--- src/rtl/sweep_pkg.sv ---
package sweep_pkg;

    typedef enum logic [1:0] {
        MODE_ONE    = 2'b00,
        MODE_REPEAT = 2'b01,
        MODE_SWEEP  = 2'b10,
        MODE_LOOP   = 2'b11
    } run_mode_e;

endpackage

--- src/rtl/sweep_pattern.sv ---
module sweep_pattern #(
    parameter int NUM_CH = 8,
    parameter int IDX_W  = 3,
    localparam int CH_W  = $clog2(NUM_CH)
) (
    input  logic [1:0]       pattern,
    input  logic [IDX_W-1:0] idx,
    output logic [CH_W-1:0]  chan
);

    generate
        if (NUM_CH == 8) begin : g_wide
            always_comb begin
                unique case (pattern)
                    2'b00:   chan = idx[2:0];
                    2'b01:   chan = {idx[1:0], 1'b0};
                    2'b10:   chan = {idx[2:1], 1'b0};
                    default: chan = {1'b0, idx[0], 1'b0};
                endcase
            end
        end else begin : g_narrow
            always_comb begin
                unique case (pattern)
                    2'b10:   chan = CH_W'(idx[2:1]);
                    2'b11:   chan = CH_W'(idx[0]);
                    default: chan = CH_W'(idx[1:0]);
                endcase
            end
        end
    endgenerate

endmodule

--- src/rtl/sweep_fifo.sv ---
module sweep_fifo #(
    parameter int DEPTH  = 8,
    parameter int DATA_W = 10,
    localparam int PTR_W = $clog2(DEPTH),
    localparam int CNT_W = $clog2(DEPTH + 1)
) (
    input  logic              clk,
    input  logic              rst_n,
    input  logic              flush,
    input  logic              push,
    input  logic [DATA_W-1:0] wdata,
    input  logic              pop,
    output logic              pop_ok,
    output logic [DATA_W-1:0] rdata,
    output logic [CNT_W-1:0]  count
);

    typedef struct packed {
        logic [PTR_W-1:0] wp;
        logic [PTR_W-1:0] rp;
        logic [CNT_W-1:0] cnt;
    } fifo_state_t;

    fifo_state_t f_d, f_q;
    logic [DATA_W-1:0] mem [DEPTH];
    logic push_ok;

    always_comb begin
        f_d     = f_q;
        pop_ok  = pop && (f_q.cnt != '0);
        push_ok = push && ((f_q.cnt < CNT_W'(DEPTH)) || pop_ok) && !flush;
        if (push_ok) begin
            f_d.wp = (f_q.wp == PTR_W'(DEPTH - 1)) ? '0 : f_q.wp + 1'b1;
        end
        if (pop_ok) begin
            f_d.rp = (f_q.rp == PTR_W'(DEPTH - 1)) ? '0 : f_q.rp + 1'b1;
        end
        f_d.cnt = f_q.cnt + CNT_W'(push_ok) - CNT_W'(pop_ok);
        if (flush) begin
            f_d = '0;
        end
    end

    always_ff @(posedge clk or negedge rst_n) begin
        if (!rst_n) f_q <= '0;
        else        f_q <= f_d;
    end

    always_ff @(posedge clk) begin
        if (push_ok) mem[f_q.wp] <= wdata;
    end

    assign rdata = mem[f_q.rp];
    assign count = f_q.cnt;


    no_overflow_chk: assert property (@(posedge clk) disable iff (!rst_n)
        push && !pop_ok && !flush |-> f_q.cnt < CNT_W'(DEPTH));


    empty_pop_chk: assert property (@(posedge clk) disable iff (!rst_n)
        pop && (f_q.cnt == '0) && !push && !flush |=> f_q.cnt == '0);

endmodule

--- src/rtl/chan_sweep_ctrl.sv ---
module chan_sweep_ctrl
    import sweep_pkg::*;
#(
    parameter int NUM_CH = 8,
    parameter int DATA_W = 10,
    parameter int DEPTH  = 8,
    localparam int CH_W  = $clog2(NUM_CH),
    localparam int CNT_W = $clog2(DEPTH + 1)
) (
    input  logic              clk,
    input  logic              rst_n,
    input  logic [1:0]        cfg_mode,
    input  logic [1:0]        cfg_pattern,
    input  logic [1:0]        cfg_trig,
    input  logic [CH_W-1:0]   cfg_chan,
    input  logic              cfg_pin_eoc,
    input  logic              cfg_pdiff,
    input  logic              cmd_start,
    output logic              conv_req,
    output logic [CH_W-1:0]   conv_chan,
    output logic              conv_diff,
    input  logic              conv_done,
    input  logic [DATA_W-1:0] conv_data,
    input  logic              rd_pop,
    output logic [DATA_W-1:0] rd_data,
    output logic [CNT_W-1:0]  rd_level,
    output logic              pin_n
);

    localparam int IDX_W = $clog2(DEPTH);

    typedef struct packed {
        logic             active;
        logic             busy;
        logic             irq;
        logic [IDX_W-1:0] idx;
    } seq_state_t;

    seq_state_t s_d, s_q;
    run_mode_e  mode;
    logic [CNT_W-1:0] fifo_count, trig_lvl, wr_level;
    logic [CH_W-1:0]  pat_chan;
    logic go, done_ok, pop_ok, last_idx;

    assign mode     = run_mode_e'(cfg_mode);
    assign trig_lvl = CNT_W'(DEPTH - 1) - CNT_W'({cfg_trig, 1'b0});
    assign done_ok  = conv_done && s_q.busy;
    assign wr_level = fifo_count - CNT_W'(pop_ok);
    assign last_idx = (CNT_W'(s_q.idx) == trig_lvl);

    sweep_pattern #(.NUM_CH(NUM_CH), .IDX_W(IDX_W)) u_pattern (
        .pattern (cfg_pattern),
        .idx     (s_q.idx),
        .chan    (pat_chan)
    );

    sweep_fifo #(.DEPTH(DEPTH), .DATA_W(DATA_W)) u_fifo (
        .clk    (clk),
        .rst_n  (rst_n),
        .flush  (cmd_start),
        .push   (done_ok),
        .wdata  (conv_data),
        .pop    (rd_pop),
        .pop_ok (pop_ok),
        .rdata  (rd_data),
        .count  (fifo_count)
    );

    always_comb begin
        s_d = s_q;
        go  = 1'b0;
        if (s_q.active && !s_q.busy) begin
            unique case (mode)
                MODE_REPEAT: go = (fifo_count < CNT_W'(DEPTH));
                MODE_LOOP:   go = (s_q.idx != '0) || (fifo_count == '0);
                default:     go = 1'b1;
            endcase
        end
        if (go) begin
            s_d.busy = 1'b1;
        end
        if (done_ok) begin
            s_d.busy = 1'b0;
            unique case (mode)
                MODE_ONE:    s_d.active = 1'b0;
                MODE_REPEAT: begin end
                default: begin
                    if (last_idx) begin
                        s_d.idx = '0;
                        if (mode == MODE_SWEEP) s_d.active = 1'b0;
                    end else begin
                        s_d.idx = s_q.idx + 1'b1;
                    end
                end
            endcase
            if (wr_level == trig_lvl) s_d.irq = 1'b1;
        end else if (pop_ok && (fifo_count == CNT_W'(1))) begin
            s_d.irq = 1'b0;
        end
        if (cmd_start) begin
            s_d        = '0;
            s_d.active = 1'b1;
        end
    end

    always_ff @(posedge clk or negedge rst_n) begin
        if (!rst_n) s_q <= '0;
        else        s_q <= s_d;
    end

    assign conv_req  = go;
    assign conv_chan = cfg_mode[1] ? pat_chan : cfg_chan;
    assign conv_diff = go && cfg_pdiff;
    assign rd_level  = fifo_count;
    assign pin_n     = cfg_pin_eoc ? !s_q.busy : !s_q.irq;


    one_req_chk: assert property (@(posedge clk) disable iff (!rst_n)
        conv_req && !cmd_start |=> !conv_req);


    eoc_low_chk: assert property (@(posedge clk) disable iff (!rst_n)
        conv_req && cfg_pin_eoc && !cmd_start |=> !pin_n || !cfg_pin_eoc);


    sweep_end_chk: assert property (@(posedge clk) disable iff (!rst_n)
        done_ok && (mode == MODE_SWEEP) && last_idx && !cmd_start |=> !conv_req);

endmodule

--- config.mk ---
export PLATFORM = sky130hd
export DESIGN_NAME = chan_sweep_ctrl
export DESIGN_NICKNAME = d
export VERILOG_FILES = /design/src/rtl/sweep_pkg.sv /design/src/rtl/sweep_pattern.sv /design/src/rtl/sweep_fifo.sv /design/src/rtl/chan_sweep_ctrl.sv
export SDC_FILE = /design/constraint.sdc
export NUM_CORES = 1
export LEC_CHECK = 0
export BUFFER_PORTS_ARGS = -buffer_cell sky130_fd_sc_hd__buf_2
export CAP_MARGIN = 20
export CORE_MARGIN = 1
export CORE_UTILIZATION = 40
export DETAILED_ROUTE_END_ITERATION = 8
export GPL_TIMING_DRIVEN = 0
export SYNTH_ARGS = -nofsm -noshare
export SYNTH_HDL_FRONTEND = slang
export SYNTH_SLANG_ARGS = --single-unit
--- constraint.sdc ---
create_clock -name clk -period 2.19 [get_ports clk]
set_input_delay 0 -clock clk [delete_from_list [all_inputs] [get_ports clk]]
set_output_delay 0 -clock clk [all_outputs]
set_load 0.05 [all_outputs]
# After elaboration in Yosys (flattened, before gate mapping)
# Memories as Yosys holds them, arrays and structs flattened.
# Index checks and enable logic that the tools add are counted.
totals:
  ff_bits: 16
  latch_bits: 0
  mem_bits_rw: 80
  mem_bits_ro: 0
  input_bits: 26
  out_inout_bits: 20
  wordCells: 81
  mem_count: 1
op_classes:
  n_addsub: 7
  multipliers: 0
  div_mod_pow: 0
  n_lt_le_gt_ge: 1
  eq_ne: 13
  shifts: 0
  mux: 24
  n_bitwise: 0
  n_reduce_logical: 28
memory_table:
  columns: ["memory", "words", "word_bits", "read_ports", "rd_clocked_by_memory_dff", "write_ports", "line_no", "rtl"]
  rows:
  - ["u_fifo.mem", 8, 10, 1, 0, 1, "sweep_fifo.sv:25", "logic [DATA_W-1:0] mem [DEPTH];"]
op_table:
  columns: ["op", "n"]
  rows:
  - ["$mux 3", 8]
  - ["$reduce_bool 3->1", 5]
  - ["$mux 1", 10]
  - ["$mux 10", 1]
  - ["$add 3x1->3 const B", 3]
  - ["$pmux 3 s3", 1]
  - ["$sub 4x1->4", 2]
  - ["$logic_and 1x1->1", 7]
  - ["$eq 2x2->1 const B", 3]
  - ["$eq 3x3->1 const B", 2]
  - ["$mux 6", 1]
  - ["$reduce_bool 2->1", 3]
  - ["$add 4x1->4", 1]
  - ["$eq 2x1->1 const B", 2]
  - ["$eq 3x4->1", 1]
  - ["$eq 4x1->1 const B", 1]
  - ["$eq 4x4->1", 1]
  - ["$logic_not 2->1", 2]
  - ["$logic_not 4->1", 1]
  - ["$lt 4x4->1 const B", 1]
  - ["$pmux 1 s2", 2]
  - ["$reduce_and 2->1", 2]
  - ["$reduce_and 4->1", 1]
  - ["$reduce_bool 4->1", 1]
  - ["other kinds (8)", 11]

# Logic depth before layout (Yosys ltp)
depth:
  depth_word: 8
  ltp_mapped: 10
  ltp_nobuf: 10

# Cells and area by module
# From an unflattened synthesis, not the netlist that was laid out.
unflattened:
  cells_unflattened: 263
  hier_area_um2: 4383.0
by_module_without_submodules:
  columns: ["mod", "n_inst", "cells_each", "area_per_inst_um2", "seq_area_each_um2"]
  rows:
  - ["sweep_fifo", 1, 200, 3814.9, 2652.5]
  - ["chan_sweep_ctrl", 1, 58, 529.3, 150.1]
  - ["sweep_pattern", 1, 5, 38.8, 0.0]

# Worst setup path after synthesis
# OpenSTA, ideal clock, no wires.
synth_path:
  kind: "register to output"
  start: "register u_fifo.f_q, in the netlist u_fifo.count[3]"
  end: "output conv_diff"
  arrival_time_ns: 2.445
  t_required_ns: 2.190
  slack_ns: -0.255
  stages_incl_launch_ff: 7
  path_buffers: 0
  cell_sequence: "dfrtp_1 -> inv_1 -> ha_1 -> nor3b_1 -> o32ai_1 -> a21oi_1 -> and2_1"
synth_via:
  elab_chain_cells: 5
  elab_cells_between_ends: 6
  classes_between: "order compare (1); mux (2); reduce/logical (3)"
synth_lines:
  columns: ["item", "line_no", "rtl"]
  rows:
  - ["from (decl)", "sweep_fifo.sv:24", "fifo_state_t f_d, f_q;"]
  - ["from (signal assigned)", "sweep_fifo.sv:45", "if (!rst_n) f_q <= '0;"]
  - ["from (signal assigned)", "sweep_fifo.sv:46", "else f_q <= f_d;"]
  - ["parallel branches: the longest is 2 deep, another holds $lt 4x4->1", null, null]
  - ["$pmux 1 s2 *", "chan_sweep_ctrl.sv:73", "unique case (mode)"]
  - ["$mux 1 *", "chan_sweep_ctrl.sv:72", "if (s_q.active && !s_q.busy) begin"]
  - ["named net conv_req", "chan_sweep_ctrl.sv:19", "output logic conv_req,"]
  - ["$logic_and 1x1->1 *", "chan_sweep_ctrl.sv:113", "assign conv_diff = go && cfg_pdiff;"]
  - ["to (decl)", "chan_sweep_ctrl.sv:21", "output logic conv_diff,"]
# Mark *: on every way through the listed nets, which the timed path passes.

# Worst setup path in the final report
layout_path:
  start: "register u_fifo.f_q, in the netlist u_fifo.count[3]"
  end: "memory u_fifo.mem[0][3] (enable)"
layout_via:
  elab_chain_cells: 7
  elab_cells_between_ends: 8
  classes_between: "order compare (1); mux (2); reduce/logical (5)"
layout_lines:
  columns: ["item", "line_no", "rtl"]
  rows:
  - ["parallel branches: the longest is 2 deep, another holds $lt 4x4->1", null, null]
  - ["$logic_or 1x1->1 *", "sweep_fifo.sv:31", "push_ok = push && ((f_q.cnt < CNT_W'(DEPTH)) || pop_ok) && !flush;"]
  - ["$logic_and 1x1->1 * (2 in series)", "sweep_fifo.sv:31", null]
  - ["$mux 1 *", "sweep_fifo.sv:50", "if (push_ok) mem[f_q.wp] <= wdata;"]
  - ["$mux 1 (implied by the code) *", "sweep_fifo.sv:50", null]
  - ["to (decl)", "sweep_fifo.sv:25", null]
# Every way passes the cells marked *.

==> impl_metrics.env <==
export IMPL_hp_start="rd_pop"
export IMPL_ios=46
export IMPL_tightest_slew_ns=0.724
export IMPL_grt_antenna_before_repair=0
export IMPL_synth_edff_count=80
export IMPL_cts_tree="done"
export IMPL_clock_sinks=96
export IMPL_antenna_cells=0
export IMPL_cts_root_buf="clkbuf_8"
export IMPL_clk_latency_ns=0.34
export IMPL_ys_seq_area_frac=0.660
export IMPL_synthTopCellsByArea="edfxtp_1 57%, dfrtp_1 9.4%, mux4_2 7.4%, mux4_1 3.7%, ha_1 3.5%"
export IMPL_hold_end="s_q[3]"
export IMPL_syn_area_per_cell_sq_um=16.6
export IMPL_synth_top_area_cell="edfxtp_1"
export IMPL_min_delay_path_class="primary input to flip-flop"
export IMPL_numCtsBuffers=9
export IMPL_finalHoldViolCount=0
export IMPL_fin_crit_ns=2.21
export IMPL_synth_cells=256
export IMPL_synth_cell_types=43
export IMPL_max_freq_mhz=453
export IMPL_fin_crit_sh=1.01
export IMPL_drt_iter0_markers=90
export IMPL_r2r_end="u_fifo.mem[0][3]"
export IMPL_crit_arrival_ns=2.27
export IMPL_drt_antenna_violating_nets=0
export IMPL_holdPathStages=3
export IMPL_power_density_mw_per_mm2=926
export IMPL_dp_hpwl_mm=5.27
export IMPL_drc=0
export IMPL_die_y_microns=105
export IMPL_cp_cell_sequence="inv_2, ha_4, nor3b_4, o21a_1, or4_4, nor3_4, buf_12"
export IMPL_gr_total_overflow=0
export IMPL_max_clock_path_buffers=2
export IMPL_rows=37
export IMPL_nNetsFinal=387
export IMPL_r2r_start="u_fifo.count[3]"
export IMPL_grt_start_max_net_pins=19
export IMPL_status="finished, violations left"
export IMPL_critPathMaxStageDelay_ns=0.57
export IMPL_startpoint_type="flip-flop"
export IMPL_max_cap_violations=0
export IMPL_skew_ns=0.00608
export IMPL_synthArstFlopShare=0.167
export IMPL_design_area_sq_mm=0.00534
export IMPL_r2r_cells=7
export IMPL_dr_total_vias=2458
export IMPL_yosysWarnings=0
export IMPL_portBuffers=45
export IMPL_core_area_sq_mm=0.0103
export IMPL_synth_area_sq_mm=0.00425
export IMPL_vias_per_cell=5.03
export IMPL_slowest_stage="or4_4"
export IMPL_wl_mm=8.41
export IMPL_place_ws_ns=-0.819
export IMPL_critPathMaxFanout=7
export IMPL_cp_required_ns=2.26
export IMPL_drt_first_pass_iters=6
export IMPL_track_usage=0.162
export IMPL_critical_path_class="flip-flop to flip-flop"
export IMPL_slew_viol_final=0
export IMPL_die_w_microns=105
export IMPL_drive_gt1_frac=0.385
export IMPL_violations="negative setup slack"
export IMPL_place_area_sq_mm=0.00467
export IMPL_fin_ws_ns=-0.0160
export IMPL_clk_pin_slew_worst_paths_ns=0.10
export IMPL_h_tree_depth=3
export IMPL_ir_worst_vdd_mv=0.571
export IMPL_syn_nets=295
export IMPL_gp_congestion=0.765
export IMPL_start_util=0.411
export IMPL_ys_flop_type="edfxtp_1"
export IMPL_die_area_sq_mm=0.0110
export IMPL_end_kind="flip-flop"
export IMPL_r2r_slack_ns=-0.02
export IMPL_rsz0062_at_grt="true"
export IMPL_setup_viol=9
export IMPL_slew_headroom=0.517
export IMPL_syn_to_final_growth_pct=25.7
export IMPL_yosysTopAreaCellShare=0.566
export IMPL_grt_pass1_vias=2495
export IMPL_p_leak_nw=1.95
export IMPL_ys_ff_latch=96
export IMPL_grt_pass1_wl_mm=13.3
export IMPL_wl_per_cell_microns=17.2
==> per-layer routing <==
| metal | vias to the layer above | wire length (microns) | GRT usage |
|---|---|---|---|
| li1 | 1169 | - | - |
| met1 | 1237 | 3870 | 0.219 |
| met2 | 46 | 4270 | 0.274 |
| met3 | 6 | 206 | 0.0218 |
| met4 | 0 | 61 | 0.0453 |
| met5 | - | 0 | 0 |
==> cells in the mapped netlist (2+ instances only) <==
library cell  count
or3_1             2
inv_1            11
mux4_1            6
mux2i_1           4
xor2_1            4
clkbuf_1          6
mux4_2           14
nand3_1           5
mux2_2           10
nor3b_1           2
a21oi_1          10
xnor2_1           4
edfxtp_1         80
buf_6             2
nor2_1           15
buf_4             4
ha_1             12
dfrtp_1          16
nor2b_1           5
o21ai_0           7
nor3_1            3
nand2_1           6
nand2b_1          8
==> cell usage in the layout (no fill, tap or decap), types with 2 or more instances in the layout <==
cell type      Yosys  routed
dlygate4sd3_1      0      13
mux4_1             6       6
buf_2              1      46
o21ai_0            7       6
clkinv_4           0       2
edfxtp_1          80      80
xnor2_1            4       4
mux2_2            10      10
nor2b_1            5       5
nand2_1            6       6
ha_1              12      10
nand2b_1           8       8
o21ai_1            1       2
clkinvlp_4         0       2
mux4_2            14      14
inv_1             11       9
buf_6              2       5
a21oi_1           10       9
xor2_1             4       4
nor2_4             0       6
nor2_1            15       9
inv_8              0       2
inv_2              0       2
nand3_1            5       4
or3_1              2       2
dfrtp_1           16      15
mux2i_1            4       4
clkbuf_1           6       4
buf_12             0       6
clkbuf_2           0       2
clkbuf_8           0       9
buf_4              4      18
nor3_4             0       3
==> repair_timing <==
item                                   4_1_cts  5_1_grt
hold buffers                                13        0
resized for setup                           27        3
setup endpoints to repair                   94       82
buffers inserted                            17        4
pin swaps                                    9        6
endpoints found under the hold margin       98        0
==> cells by family (layout without fill, tap and decap cells) <==
logic type | Yosys count | count (layout) | share of synthesized area
simple gates | 53 | 53 | 0.0669
fa+ha+maj | 13 | 13 | 0.0401
buf+inv | 24 | 121 | 0.0286
flops | 96 | 96 | 0.660
mux | 34 | 34 | 0.147
xor+xnor | 8 | 8 | 0.0165
compound gates | 28 | 28 | 0.0409
==> power by group <==
part	internal, mW	switching (mW)
sequential	2.04	0.0830
combinational	0.754	0.978
clock	0.437	0.649
total	3.24	1.71
==> flip-flops by register name, indices dropped and copies added (netlist names) <==
signal	flops
u_fifo.mem	80
s_q	6
u_fifo.f_q	6
u_fifo.count	4
==> cell type report <==
type	instances	area, sq um
Timing Repair Buffer	81	614
Clock buffer	9	124
Tap cell	136	170
Sequential cell	96	2800
Buffer	13	82.6
Clock inverter	7	63.8
Fill cell	877	4980
Inverter	11	41.3
Multi-Input combinational cell	136	1440
==> through the flow <==
stage	hold slack (ns)	utilization	std cells	setup TNS [ns]	power [mW]
6_report	0.0376	0.517	489	-0.0791	4.95
5_1_grt	0.0483	0.517	489	-0.503	5.20
4_1_cts	0.0123	0.513	485	-1.49	4.96
3_5_place_dp	-0.0528	0.453	439	-48.41	3.70
3_3_place_gp	-0.0615	0.450	437	-57.88	3.69
2_1_floorplan	-0.296	-	256	-7.72	3.37
==> worst max path at each step <==
stage | from | end | slack (ns)
final | u_fifo.count[3] | u_fifo.mem[0][3] | -0.02
after floorplan | u_fifo.count[2] | u_fifo.mem[6][0] | -0.16
after detailed placement | u_fifo.count[3] | u_fifo.mem[2][7] | -0.82
after global placement | u_fifo.count[3] | u_fifo.mem[1][7] | -1.12
after global routing | u_fifo.count[3] | u_fifo.mem[0][3] | -0.05
after CTS | u_fifo.count[3] | u_fifo.mem[0][2] | -0.11
==> worst max-delay path: cells and delay by family (launching register included) <==
kind / cells / cell delay (ns)
and+or+nand+nor: 3 / 0.94
DFF: 1 / 0.40
buffers and inverters: 2 / 0.24
AOI/OAI and AO/OA: 1 / 0.19
adders and majority gates: 1 / 0.16
No activity file was read; power rests on OpenSTA's default activity.
